`src/rtl/irqc_pkg.sv`:
```
package irqc_pkg;
   typedef enum logic [1:0] {
      SEL_MASK = 2'd0,
      SEL_STAT = 2'd1,
      SEL_CLR  = 2'd2,
      SEL_NONE = 2'd3
   } irqc_sel_e;
endpackage

```
`src/rtl/irqc_edge.sv`:
```
module irqc_edge (
   input  logic clk_i,
   input  logic rst_ni,
   input  logic lvl_i,
   output logic rise_o
);
   logic lvl_q;

   always_ff @(posedge clk_i or negedge rst_ni) begin
      if (!rst_ni) lvl_q <= 1'b0;
      else         lvl_q <= lvl_i;
   end

   assign rise_o = lvl_i & ~lvl_q;
endmodule

```
`src/rtl/irqc_sticky.sv`:
```
module irqc_sticky #(
   parameter int unsigned NUM_SRC = 8
) (
   input  logic               clk_i,
   input  logic               rst_ni,
   input  logic [NUM_SRC-1:0] set_i,
   input  logic [NUM_SRC-1:0] clr_i,
   output logic [NUM_SRC-1:0] stat_o
);
   for (genvar i = 0; i < NUM_SRC; i++) begin : g_bit
      logic bit_q;
      always_ff @(posedge clk_i or negedge rst_ni) begin
         if (!rst_ni)       bit_q <= 1'b0;
         else if (set_i[i]) bit_q <= 1'b1;   // set wins over clear
         else if (clr_i[i]) bit_q <= 1'b0;
      end
      assign stat_o[i] = bit_q;


      sticky_hold_chk: assert property (@(posedge clk_i) disable iff (!rst_ni)
         (bit_q && !clr_i[i]) |=> bit_q);

      set_wins_chk: assert property (@(posedge clk_i) disable iff (!rst_ni)
         set_i[i] |=> bit_q);

      no_spurious_chk: assert property (@(posedge clk_i) disable iff (!rst_ni)
         (!bit_q && !set_i[i]) |=> !bit_q);
   end
endmodule

```
`src/rtl/irqc_regif.sv`:
```
module irqc_regif
   import irqc_pkg::*;
#(
   parameter int unsigned NUM_SRC = 8,
   parameter int unsigned ADDR_W  = 2,
   parameter int unsigned DATA_W  = 32
) (
   input  logic               clk_i,
   input  logic               rst_ni,
   input  logic               wr_i,
   input  logic [ADDR_W-1:0]  addr_i,
   input  logic [DATA_W-1:0]  wdata_i,
   input  logic [NUM_SRC-1:0] stat_i,
   input  logic               live_i,
   output logic [NUM_SRC-1:0] mask_o,
   output logic [NUM_SRC-1:0] sw_set_o,
   output logic [NUM_SRC-1:0] sw_clr_o,
   output logic [DATA_W-1:0]  rdata_o
);
   localparam int unsigned LIVE_BIT = DATA_W - 1;

   irqc_sel_e sel;
   logic [NUM_SRC-1:0] mask_q;
   logic unused_wdata;

   assign unused_wdata = ^wdata_i[DATA_W-1:NUM_SRC];

   always_comb begin
      if (addr_i == ADDR_W'(SEL_MASK))      sel = SEL_MASK;
      else if (addr_i == ADDR_W'(SEL_STAT)) sel = SEL_STAT;
      else if (addr_i == ADDR_W'(SEL_CLR))  sel = SEL_CLR;
      else                                  sel = SEL_NONE;
   end

   always_ff @(posedge clk_i or negedge rst_ni) begin
      if (!rst_ni)                      mask_q <= '0;
      else if (wr_i && sel == SEL_MASK) mask_q <= wdata_i[NUM_SRC-1:0];
   end

   assign sw_set_o = (wr_i && sel == SEL_STAT) ? wdata_i[NUM_SRC-1:0] : '0;
   assign sw_clr_o = (wr_i && sel == SEL_CLR)  ? wdata_i[NUM_SRC-1:0] : '0;
   assign mask_o   = mask_q;

   always_comb begin
      rdata_o = '0;
      case (sel)
         SEL_MASK: rdata_o[NUM_SRC-1:0] = mask_q;
         SEL_STAT: begin
            rdata_o[NUM_SRC-1:0] = stat_i;
            rdata_o[LIVE_BIT]    = live_i;
         end
         default:  rdata_o = '0;
      endcase
   end


   mask_stable_chk: assert property (@(posedge clk_i) disable iff (!rst_ni)
      !(wr_i && sel == SEL_MASK) |=> $stable(mask_q));
endmodule

```
`src/rtl/tx_irq_collect.sv`:
```
module tx_irq_collect #(
   parameter int unsigned NUM_SRC = 8,
   parameter int unsigned ADDR_W  = 2,
   parameter int unsigned DATA_W  = 32
) (
   input  logic               clk_i,
   input  logic               rst_ni,
   input  logic               bus_wr_i,
   input  logic [ADDR_W-1:0]  bus_addr_i,
   input  logic [DATA_W-1:0]  bus_wdata_i,
   output logic [DATA_W-1:0]  bus_rdata_o,
   input  logic [NUM_SRC-2:0] evt_i,
   input  logic               core_irq_i,
   output logic               irq_o
);
   if (NUM_SRC < 2 || NUM_SRC >= DATA_W) begin : g_bad_src
      $error("NUM_SRC must lie in 2..DATA_W-1");
   end
   if (ADDR_W < 2) begin : g_bad_addr
      $error("ADDR_W must be at least 2");
   end

   logic               core_rise;
   logic [NUM_SRC-1:0] mask, sw_set, sw_clr, stat, set_all;
   logic               irq_q;

   irqc_edge u_edge (
      .clk_i  (clk_i),
      .rst_ni (rst_ni),
      .lvl_i  (core_irq_i),
      .rise_o (core_rise)
   );

   assign set_all = sw_set | {evt_i, core_rise};

   irqc_sticky #(.NUM_SRC(NUM_SRC)) u_sticky (
      .clk_i  (clk_i),
      .rst_ni (rst_ni),
      .set_i  (set_all),
      .clr_i  (sw_clr),
      .stat_o (stat)
   );

   irqc_regif #(.NUM_SRC(NUM_SRC), .ADDR_W(ADDR_W), .DATA_W(DATA_W)) u_regif (
      .clk_i    (clk_i),
      .rst_ni   (rst_ni),
      .wr_i     (bus_wr_i),
      .addr_i   (bus_addr_i),
      .wdata_i  (bus_wdata_i),
      .stat_i   (stat),
      .live_i   (core_irq_i),
      .mask_o   (mask),
      .sw_set_o (sw_set),
      .sw_clr_o (sw_clr),
      .rdata_o  (bus_rdata_o)
   );

   always_ff @(posedge clk_i or negedge rst_ni) begin
      if (!rst_ni) irq_q <= 1'b0;
      else         irq_q <= |(stat & mask);
   end
   assign irq_o = irq_q;


   irq_raise_chk: assert property (@(posedge clk_i) disable iff (!rst_ni)
      (|(stat & mask)) |=> irq_o);

   irq_quiet_chk: assert property (@(posedge clk_i) disable iff (!rst_ni)
      !(|(stat & mask)) |=> !irq_o);

   core_edge_chk: assert property (@(posedge clk_i) disable iff (!rst_ni)
      $rose(core_irq_i) |=> stat[0]);

   evt_land_chk: assert property (@(posedge clk_i) disable iff (!rst_ni)
      (|evt_i) |=> ((stat[NUM_SRC-1:1] & $past(evt_i)) == $past(evt_i)));
endmodule

```
`config.mk`:
```
export PLATFORM = sky130hd
export DESIGN_NAME = tx_irq_collect
export DESIGN_NICKNAME = d
export VERILOG_FILES = /design/src/rtl/irqc_pkg.sv /design/src/rtl/irqc_edge.sv /design/src/rtl/irqc_sticky.sv /design/src/rtl/irqc_regif.sv /design/src/rtl/tx_irq_collect.sv
export SDC_FILE = /design/constraint.sdc
export NUM_CORES = 1
export LEC_CHECK = 0
export BUFFER_PORTS_ARGS = -buffer_cell sky130_fd_sc_hd__buf_2
export CAP_MARGIN = 20
export CORE_MARGIN = 3
export CORE_UTILIZATION = 37
export DETAILED_ROUTE_END_ITERATION = 7
export GPL_ROUTABILITY_DRIVEN = 0
export GPL_TIMING_DRIVEN = 0
export PLACE_DENSITY = 0.73
export SYNTH_ARGS = -nofsm -noshare
export SYNTH_HDL_FRONTEND = slang
export SYNTH_SLANG_ARGS = --single-unit
```
`constraint.sdc`:
```
create_clock -name clk_i -period 1.1 [get_ports clk_i]
set_clock_uncertainty 0.05 [all_clocks]
set_input_delay 0.22 -clock clk_i [delete_from_list [all_inputs] [get_ports clk_i]]
set_output_delay 0.22 -clock clk_i [all_outputs]
set_load 0.02 [all_outputs]
```
==> out/metrics.cfg, run 1 <==
[clock_network]
max-clock-path-buffers = 2
htreeDepth = 1
path_clk_slew_ns = 0.11
tritoncts = yes
cts_made_buffers = 3
cts_root_buf = clkbuf_4
clock_sinks = 18
clk-insertion-delay-late_ns = 0.31

[placement]
port_buffers = 28
post-dp-hpwl_mm = 1.96
dpl_cell_area_um2 = 1440

[floorplan]
coreArea_um2 = 2810
die-width_um = 60.9
num_rows = 19
io_pins = 78
die_area_um2 = 3710
die_height_um = 60.9
floorplan.initialDensity_pct = 39.7

[yosys]
synth_seq_area_share_pct = 40.4
synth_simple_gate_area_share_pct = 10.8
synth_compound_gate_area_share_pct = 14.1
syn_avg_cell_area_um2 = 9.95
yosys_register_bits = 18
synth_cell_types = 22
synth_fa_ha_area_share_pct = 0
yosys-mux-area-fraction_pct = 15.3
synth_area_um2 = 1110
yosys.area_share.xor_xnor_pct = 0
synth_top_family_by_area = buffers and inverters
number_of_warnings_reported_in_the_yosys_synthesis_log = 0
syn_inst = 112

[grt]
grt_remaining_overflow = 0
maximum_number_of_pins_on_one_net_before_global_route_repair = 19
global_route_wire_length_before_repair_mm = 4.51
grt_usage_pct = 16.6
grt_antenna_before_repair = 0
vias_in_the_first_global_route = 1000

[critical_path]
critical-path-slowest-cell = dfrtp_1
crit_arrival_ns = 1.08
timing.critical_path.buf_inv = 1
timing.critical_path.from_type = flip-flop
critical_path.max_stage_delay_ns = 0.41
cp_max_fo = 2
setup.reg_to_reg.worst_slack_ns = 0.03
ff2ff_path_depth = 4
critical_path_cell_count = 3
worst_setup_path_end_kind = output pin
crit_required_ns = 0.83
path_delay_family = flip-flops
worstPathCellList = mux2i_1 -> nor2_2 -> buf_6
setup.worst_path.class = reg2out

[detailed_routing]
ant_nets = 0
vias_per_cell = 4.73
first_pass_iteration_count_of_the_detailed_router = 4
totalWireLength_mm = 2.94
detailedRoute.firstIterationViolations = 32
detailroute.via_count = 1035
wire_per_inst_um = 13.4
remaining_routing_drc_violations = 0

[cells_and_area]
final_common_cell = buf_4
layout.nets = 235
antenna_diode_count = 0
post_route_cells_drive_above_1_share_pct = 53.2
layout_common_cells = buf_4, conb_1, buf_2, dfrtp_1, buf_6
area_growth_pct = 54.1
stdcell_area_um2 = 1720

[sta]
achievable-frequency_mhz = 740
shortest_clock_period_the_worst_path_allows_after_layout_ns = 1.35
timing_max_transition_violations_final = 0
grt_setup_unrepaired = yes
timing.setup.tns_ns = -1.94
whs_ns = -0.00335
setup_viol = 8
post-route-period-util_pct = 123
hold_viol = 1
final.setup.worst_slack_ns = -0.252

[min_path]
worst_hold_path.num_cells = 1
min_path_type = in2reg

[job]
maxCapViolations = 0

[pwr]
p_leak_nw = 0.928
vdd_ir_drop_max_uv = 447
power.density_nw_per_um2 = 1120

[outcome]
outcome = complete, but fails checks
failing_checks = negative hold slack, negative setup slack

==> worst paths after layout <==
kind,start,to
worst max register to register,u_sticky.g_bit[5].bit_q,irq_o
worst max-delay path,u_regif.mask_o[0],bus_rdata_o[0]
worst min-delay path,core_irq_i,u_edge.lvl_q
max in group asynchronous,rst_ni,u_regif.mask_o[2]
worst min register to register,u_edge.lvl_q,u_sticky.g_bit[0].bit_q
min in group asynchronous,rst_ni,u_sticky.g_bit[7].bit_q
==> layout make-up <==
cell class | instances | area (um2)
clock buffer | 3 | 22.5
buffer | 28 | 230
multi-input combinational | 86 | 594
timing repair buffer | 51 | 374
fill | 237 | 1090
inverter | 2 | 7.51
sequential | 18 | 450
tap | 31 | 38.8
==> Yosys cell counts (all sizes together) <==
cell | n | area share [%]
buf | 27 | 18
dfrtp | 18 | 40
a21oi | 10 | 4.5
mux2 | 8 | 8.1
mux2i | 8 | 7.2
nor2 | 8 | 2.7
o21bai | 7 | 4.7
nand3 | 5 | 2.2
a22oi | 4 | 2.7
and3 | 4 | 2.2
a31oi | 3 | 1.7
inv | 2 | 0.67
nor2b | 2 | 1.8
and2 | 1 | 0.56
and2b | 1 | 0.67
clkbuf | 1 | 0.34
conb | 1 | 0.34
nand4 | 1 | 0.56
o22ai | 1 | 0.56
==> per-stage QoR <==
step           hold WS (ns)  std cells  worst slack, ns  total power, mW  utilization, %
3_3_place_gp          0.111        193           -0.327             1.36            51.4
4_1_cts             0.00363        216           -0.245             1.87            60.1
3_5_place_dp          0.123        193           -0.344             1.37            51.4
6_report           -0.00335        219           -0.252             1.92            61.2
2_1_floorplan        -0.126        134           -0.122             1.23               -
5_1_grt            -0.00229        219           -0.303             2.01            61.2
==> state kept, by name, summed over array words and instances (netlist names) <==
register              count
irq_o                     1
u_regif.mask_o            8
u_sticky.g_bit.bit_q      8
u_edge.lvl_q              1
==> cells by family (layout without fill, tap and decap cells) <==
logic type	count (synthesis)	count (layout)
AND/OR/NAND/NOR	22	22
flip-flops	18	18
other	1	23
AO/OA/AOI/OAI	25	25
multiplexers	16	16
buffers and inverters	30	84
==> per-layer routing <==
| layer | wire, um | vias to the layer above | part of all wire, % | global-route usage (%) |
|---|---|---|---|---|
| met5 | 0 | - | 0 | 0 |
| met4 | 58 | 0 | 2.0 | 7.12 |
| met3 | 121 | 5 | 4.1 | 0.638 |
| met2 | 1460 | 39 | 50 | 28.1 |
| met1 | 1300 | 494 | 44 | 22.1 |
| li1 | - | 497 | - | - |
==> report_power, final <==
group	switching, mW	internal [mW]	leakage (nW)
Sequential	0.0416	0.739	0.190
Clock	0.225	0.128	0.0138
Combinational	0.359	0.431	0.724
Total	0.626	1.30	0.928
==> timing repair <==
action,CTS,global route
resized for setup,22,2
hold endpoints to repair,18,0
buffers inserted,19,3
pin swaps,1,5
endpoints found under the setup margin,18,10
hold buffers,1,0
Note: power is estimated with default switching activity, not from simulation.
==> run 2, diff against run 1 <==
- RECOVER_POWER: default -> 50
- SLEW_MARGIN: default -> 20
==> run 2 against run 1 <==
  * The flow finishes with violations (negative setup slack)
  * Cell count is the same
  * Critical path depth unchanged
  * Register-to-register slack about the same
  * Die area unchanged
  * Critical endpoint is now bus_rdata_o[7]
  * Largest cell class unchanged
  * Highest routed layer unchanged
==> out/metrics.cfg, run 2 (synthesis gave the netlist of run 1 again) <==
[min_path]
worst_hold_path.num_cells = 1  ; unchanged
worst_hold_startpoint = core_irq_i
min_path_type = in2reg
min_delay_worst_endpoint = u_edge.lvl_q

[critical_path]
ff2ff_path_depth = 4  ; unchanged
critical_path.max_stage_delay_ns = 0.40  ; about the same
setup.worst_path.class = reg2out
critical_path_cell_count = 3  ; unchanged
critPathLaunch = u_sticky.g_bit[7].bit_q
cp_max_fo = 2  ; unchanged
crit_arrival_ns = 1.08  ; about the same
worstPathCellList = mux2i_1 -> nor2_2 -> buf_6
critical-path-slowest-cell = dfrtp_1
setup.reg_to_reg.worst_slack_ns = 0.03  ; about the same
crit_required_ns = 0.83  ; about the same
timing.critical_path.from_type = flip-flop
path_delay_family = flip-flops
worstReg2RegStart = u_sticky.g_bit[7].bit_q
worst_setup_path_end_kind = output pin
timing.critical_path.buf_inv = 1  ; unchanged
reg2reg_to = irq_o

[floorplan]
die_height_um = 60.9  ; unchanged
num_rows = 19  ; unchanged
floorplan.initialDensity_pct = 39.7  ; unchanged
io_pins = 78  ; unchanged
die_area_um2 = 3710  ; unchanged
die-width_um = 60.9  ; unchanged
coreArea_um2 = 2810  ; unchanged

[pwr]
p_seq_share_pct = 40.6  ; about the same
p_comb_share_pct = 41.0  ; about the same
sw_frac_of_total_pct = 32.5  ; about the same
switchingPower_mw = 0.626  ; about the same
power.density_nw_per_um2 = 1120  ; about the same
cell_internal_pwr_mw = 1.30  ; about the same
p_leak_nw = 0.925  ; -0.27%
vdd_ir_drop_max_uv = 447  ; about the same
share_of_total_power_in_the_clock_network_pct = 18.4  ; about the same

[sta]
shortest_clock_period_the_worst_path_allows_after_layout_ns = 1.35  ; +0.000289 ns
timing.setup.tns_ns = -1.94  ; -0.00174 ns
hold_viol = 0  ; -1
setup_viol = 8  ; unchanged
post-route-period-util_pct = 123  ; about the same
grt_setup_unrepaired = yes
achievable-frequency_mhz = 739  ; about the same
final.setup.worst_slack_ns = -0.252  ; -0.000289 ns
timing_max_transition_violations_final = 0  ; unchanged

[grt]
groute.layer.met2.usage_pct = 28.1  ; unchanged
maximum_number_of_pins_on_one_net_before_global_route_repair = 19  ; unchanged
grt_remaining_overflow = 0  ; unchanged
grt_usage_pct = 16.6  ; unchanged
vias_in_the_first_global_route = 1000  ; unchanged
global_route_wire_length_before_repair_mm = 4.51  ; unchanged
busiest_layer_in_global_routing = met2
grt_antenna_before_repair = 0  ; unchanged
gr-usage-met1_pct = 22.1  ; unchanged
global_route.usage.met3_pct = 0.638  ; unchanged

[cells_and_area]
area_growth_pct = 54.0  ; about the same
final_common_cell = buf_4
antenna_diode_count = 0  ; unchanged
layout.nets = 235  ; unchanged
instances_no_fill = 219  ; unchanged
post_route_cells_drive_above_1_share_pct = 52.7  ; -0.53 points
layout_common_cells = buf_4, conb_1, dfrtp_1, buf_2, buf_6
layout.filler_cells = 237  ; unchanged

[outcome]
failing_checks = negative setup slack
outcome = complete, but fails checks

[placement]
post_placement_cell_count = 193  ; unchanged
post-dp-hpwl_mm = 1.96  ; unchanged
port_buffers = 28  ; unchanged
detailedPlace.worstSlack_ns = -0.344  ; unchanged

[clock_network]
clk-insertion-delay-late_ns = 0.31  ; about the same
max-clock-path-buffers = 2  ; unchanged
cts_root_buf = clkbuf_4
path_clk_slew_ns = 0.11  ; about the same
htreeDepth = 1  ; unchanged
cts_made_buffers = 3  ; unchanged
clock_sinks = 18  ; unchanged
tritoncts = yes

[detailed_routing]
vias_per_cell = 4.73  ; unchanged
wire_per_inst_um = 13.4  ; about the same
detailedRoute.firstIterationViolations = 28  ; -13%
detailroute.via_count = 1035  ; unchanged
remaining_routing_drc_violations = 0  ; unchanged
ant_nets = 0  ; unchanged
first_pass_iteration_count_of_the_detailed_router = 4  ; unchanged
totalWireLength_mm = 2.94  ; about the same

[job]
maxCapViolations = 0  ; unchanged

run 2: changes by cell type in the layout (fill, tap and decap cells not counted), sizes merged:
cell,before,now
clkbuf,4,6
buf,77,75
run 2: area by class of cell:
class | instances | area [um2] | share of cell area, %
Multi-Input combinational cell | 86 | 594 | 34.6
Sequential cell | 18 | 450 | 26.2
Timing Repair Buffer | 51 | 373 | 21.7
Buffer | 28 | 230 | 13.4
Tap cell | 31 | 38.8 | 2.26
Clock buffer | 3 | 22.5 | 1.31
Inverter | 2 | 7.51 | 0.437
run 2: repair_timing:
| action | CTS | global route |
|---|---|---|
| setup buffers | 19 | 3 |
| resized for setup | 22 | 2 |
| endpoints found under the hold margin | 18 | 0 |
| endpoints found under the setup margin | 18 | 10 |
| pin swaps | 1 | 5 |
| hold buffers | 1 | 0 |
run 2: worst max-delay path by stage:
| stage | to | slack [ns] |
|---|---|---|
| detailed placement | u_regif.mask_o[7] | -0.34 |
| floorplan | u_regif.mask_o[0] | -0.12 |
| finish | bus_rdata_o[7] | -0.25 |
| CTS | bus_rdata_o[5] | -0.25 |
| global route | bus_rdata_o[1] | -0.30 |
| global placement | u_regif.mask_o[5] | -0.33 |
run 2: power by group through the flow:
stage | combinational [mW] | sequential [mW] | clock [mW]
after floorplan | 0.428 | 0.801 | 0
final | 0.790 | 0.781 | 0.354
after detailed placement | 0.555 | 0.819 | 0
after global placement | 0.544 | 0.812 | 0
after global routing | 0.848 | 0.789 | 0.374
after CTS | 0.754 | 0.779 | 0.338
run 2: routing by layer:
layer	wire length, um	share of wire [%]
met1	1300	44
met2	1460	50
met3	121	4.1
met4	58	2.0
met5	0	0
run 2: stage by stage:
stage          area (um2)  utilization (%)  power, mW  hold WS [ns]
2_1_floorplan        1260                -       1.23        -0.126
3_5_place_dp         1440             51.4       1.37         0.123
5_1_grt              1720             61.2       2.01        0.0125
6_report             1720             61.2       1.92       0.00943
3_3_place_gp         1440             51.4       1.36         0.111
4_1_cts              1690             60.1       1.87       0.00363
==> run 3, diff against run 2 <==
- RECOVER_POWER: 50 -> 100
==> run 3 against run 2 <==
  * Global-route usage stayed put
  * Worst hold slack better by 0.0014 ns
  * Critical path type unchanged
  * Cell area shrank 0.44%
  * The run still ends with negative setup slack left
==> out/metrics.cfg, run 3 (synthesis gave the netlist of run 1 again) <==
[outcome]
outcome = complete, but fails checks
failing_checks = negative setup slack

[critical_path]
worstPathCellList = mux2i_1 -> nor2_2 -> buf_6
crit_required_ns = 0.83  ; about the same
timing.critical_path.buf_inv = 1  ; unchanged
cp_max_fo = 2  ; unchanged
path_delay_family = flip-flops
critical_path_cell_count = 3  ; unchanged
critical-path-slowest-cell = dfrtp_1
timing.critical_path.from_type = flip-flop
ff2ff_path_depth = 4  ; unchanged
worst_setup_path_end_kind = output pin
setup.worst_path.class = reg2out
crit_arrival_ns = 1.08  ; about the same
critical_path.max_stage_delay_ns = 0.41  ; about the same

[clock_network]
path_clk_slew_ns = 0.11  ; about the same
tritoncts = yes
cts_made_buffers = 3  ; unchanged
cts_root_buf = clkbuf_4
clock_sinks = 18  ; unchanged
max-clock-path-buffers = 2  ; unchanged
clk-insertion-delay-late_ns = 0.31  ; about the same
htreeDepth = 1  ; unchanged

[pwr]
p_leak_nw = 0.919  ; -0.70%
power.density_nw_per_um2 = 1120  ; about the same
vdd_ir_drop_max_uv = 447  ; -0.16%
report.power.total_mw = 1.92  ; -0.42%

[min_path]
min_path_type = in2reg
worst_hold_path.num_cells = 1  ; unchanged

[floorplan]
num_rows = 19  ; unchanged
die-width_um = 60.9  ; unchanged
floorplan.initialDensity_pct = 39.7  ; unchanged
io_pins = 78  ; unchanged
coreArea_um2 = 2810  ; unchanged
die_area_um2 = 3710  ; unchanged
die_height_um = 60.9  ; unchanged

[placement]
post-dp-hpwl_mm = 1.96  ; unchanged
detailedPlace.worstSlack_ns = -0.344  ; unchanged
dpl_cell_area_um2 = 1440  ; unchanged
port_buffers = 28  ; unchanged
post_placement_cell_count = 193  ; unchanged

[grt]
grt_antenna_before_repair = 0  ; unchanged
global_route_wire_length_before_repair_mm = 4.51  ; unchanged
maximum_number_of_pins_on_one_net_before_global_route_repair = 19  ; unchanged
vias_in_the_first_global_route = 1000  ; unchanged
grt_usage_pct = 16.6  ; unchanged
grt_remaining_overflow = 0  ; unchanged

[detailed_routing]
remaining_routing_drc_violations = 0  ; unchanged
first_pass_iteration_count_of_the_detailed_router = 4  ; unchanged
wire_per_inst_um = 13.4  ; -0.10%
ant_nets = 0  ; unchanged
detailroute.via_count = 1039  ; +0.39%
totalWireLength_mm = 2.94  ; -0.10%
vias_per_cell = 4.74  ; +0.39%
detailedRoute.firstIterationViolations = 24  ; -14%

[cells_and_area]
antenna_diode_count = 0  ; unchanged
area_growth_pct = 53.3
stdcell_area_um2 = 1710  ; -0.44%
instances_no_fill = 219  ; unchanged
final_common_cell = buf_4
layout.filler_cells = 239  ; +0.84%
post_route_cells_drive_above_1_share_pct = 51.6  ; -1.1 points
multi_input_area_um2 = 594  ; unchanged
layout.area.seq_um2 = 450  ; unchanged
layout_common_cells = buf_4, conb_1, dfrtp_1, buf_2, buf_6
layout.nets = 235  ; unchanged

[sta]
post-route-period-util_pct = 123  ; -0.22 points
setup_viol = 8  ; unchanged
hold_viol = 0  ; unchanged
achievable-frequency_mhz = 741  ; +0.18%
timing.setup.tns_ns = -1.94  ; +0.00452 ns
final.setup.worst_slack_ns = -0.250  ; +0.00241 ns
shortest_clock_period_the_worst_path_allows_after_layout_ns = 1.35  ; -0.00241 ns
grt_setup_unrepaired = yes
timing_max_transition_violations_final = 0  ; unchanged

[job]
maxCapViolations = 0  ; unchanged

-- run 3: per-stage QoR --
step,util [%],hold slack [ns]
after global placement,51.4,0.111
after global routing,60.9,0.0125
final,60.9,0.0109
after CTS,60.1,0.00363
after detailed placement,51.4,0.123
after floorplan,-,-0.126
-- run 3: metal layers --
metal / vias to the layer above / routed length (um) / GRT usage, %
met4: 0 / 60 / 7.12
li1: 497 / - / -
met1: 489 / 1270 / 22.1
met5: - / 0 / 0
met2: 48 / 1470 / 28.1
met3: 5 / 143 / 0.638
-- run 3: what timing repair did --
action | CTS | global route
pin swaps | 1 | 5
setup endpoints to repair | 18 | 10
gates resized for setup | 22 | 2
cloned | 0 | 0
endpoints found under the hold margin | 18 | 0
buffers inserted | 19 | 3
hold buffers | 1 | 0
-- run 3: final timing paths --
check	from	endpoint	slack, ns
setup / recovery	u_regif.mask_o[0]	bus_rdata_o[0]	-0.25
hold / removal	core_irq_i	u_edge.lvl_q	0.01
setup reg to reg	u_sticky.g_bit[5].bit_q	irq_o	0.03
hold reg to reg	u_edge.lvl_q	u_sticky.g_bit[0].bit_q	0.40
max in group asynchronous	rst_ni	u_sticky.g_bit[3].bit_q	0.33
min in group asynchronous	rst_ni	u_regif.mask_o[4]	0.34
-- run 3: report_power, final --
group,leakage (nW),switching (mW),internal [mW]
sequential,0.190,0.0419,0.739
combinational,0.715,0.358,0.423
clock,0.0138,0.225,0.128
total,0.919,0.625,1.29
-- run 3: cell type report --
class,count,share of cell area [%]
multi-input cells,86,34.8
plain buffers,28,13.5
inverters,2,0.439
flip-flops and latches,18,26.4
well taps,31,2.27
repair buffers,51,21.4
clock buffers,3,1.32
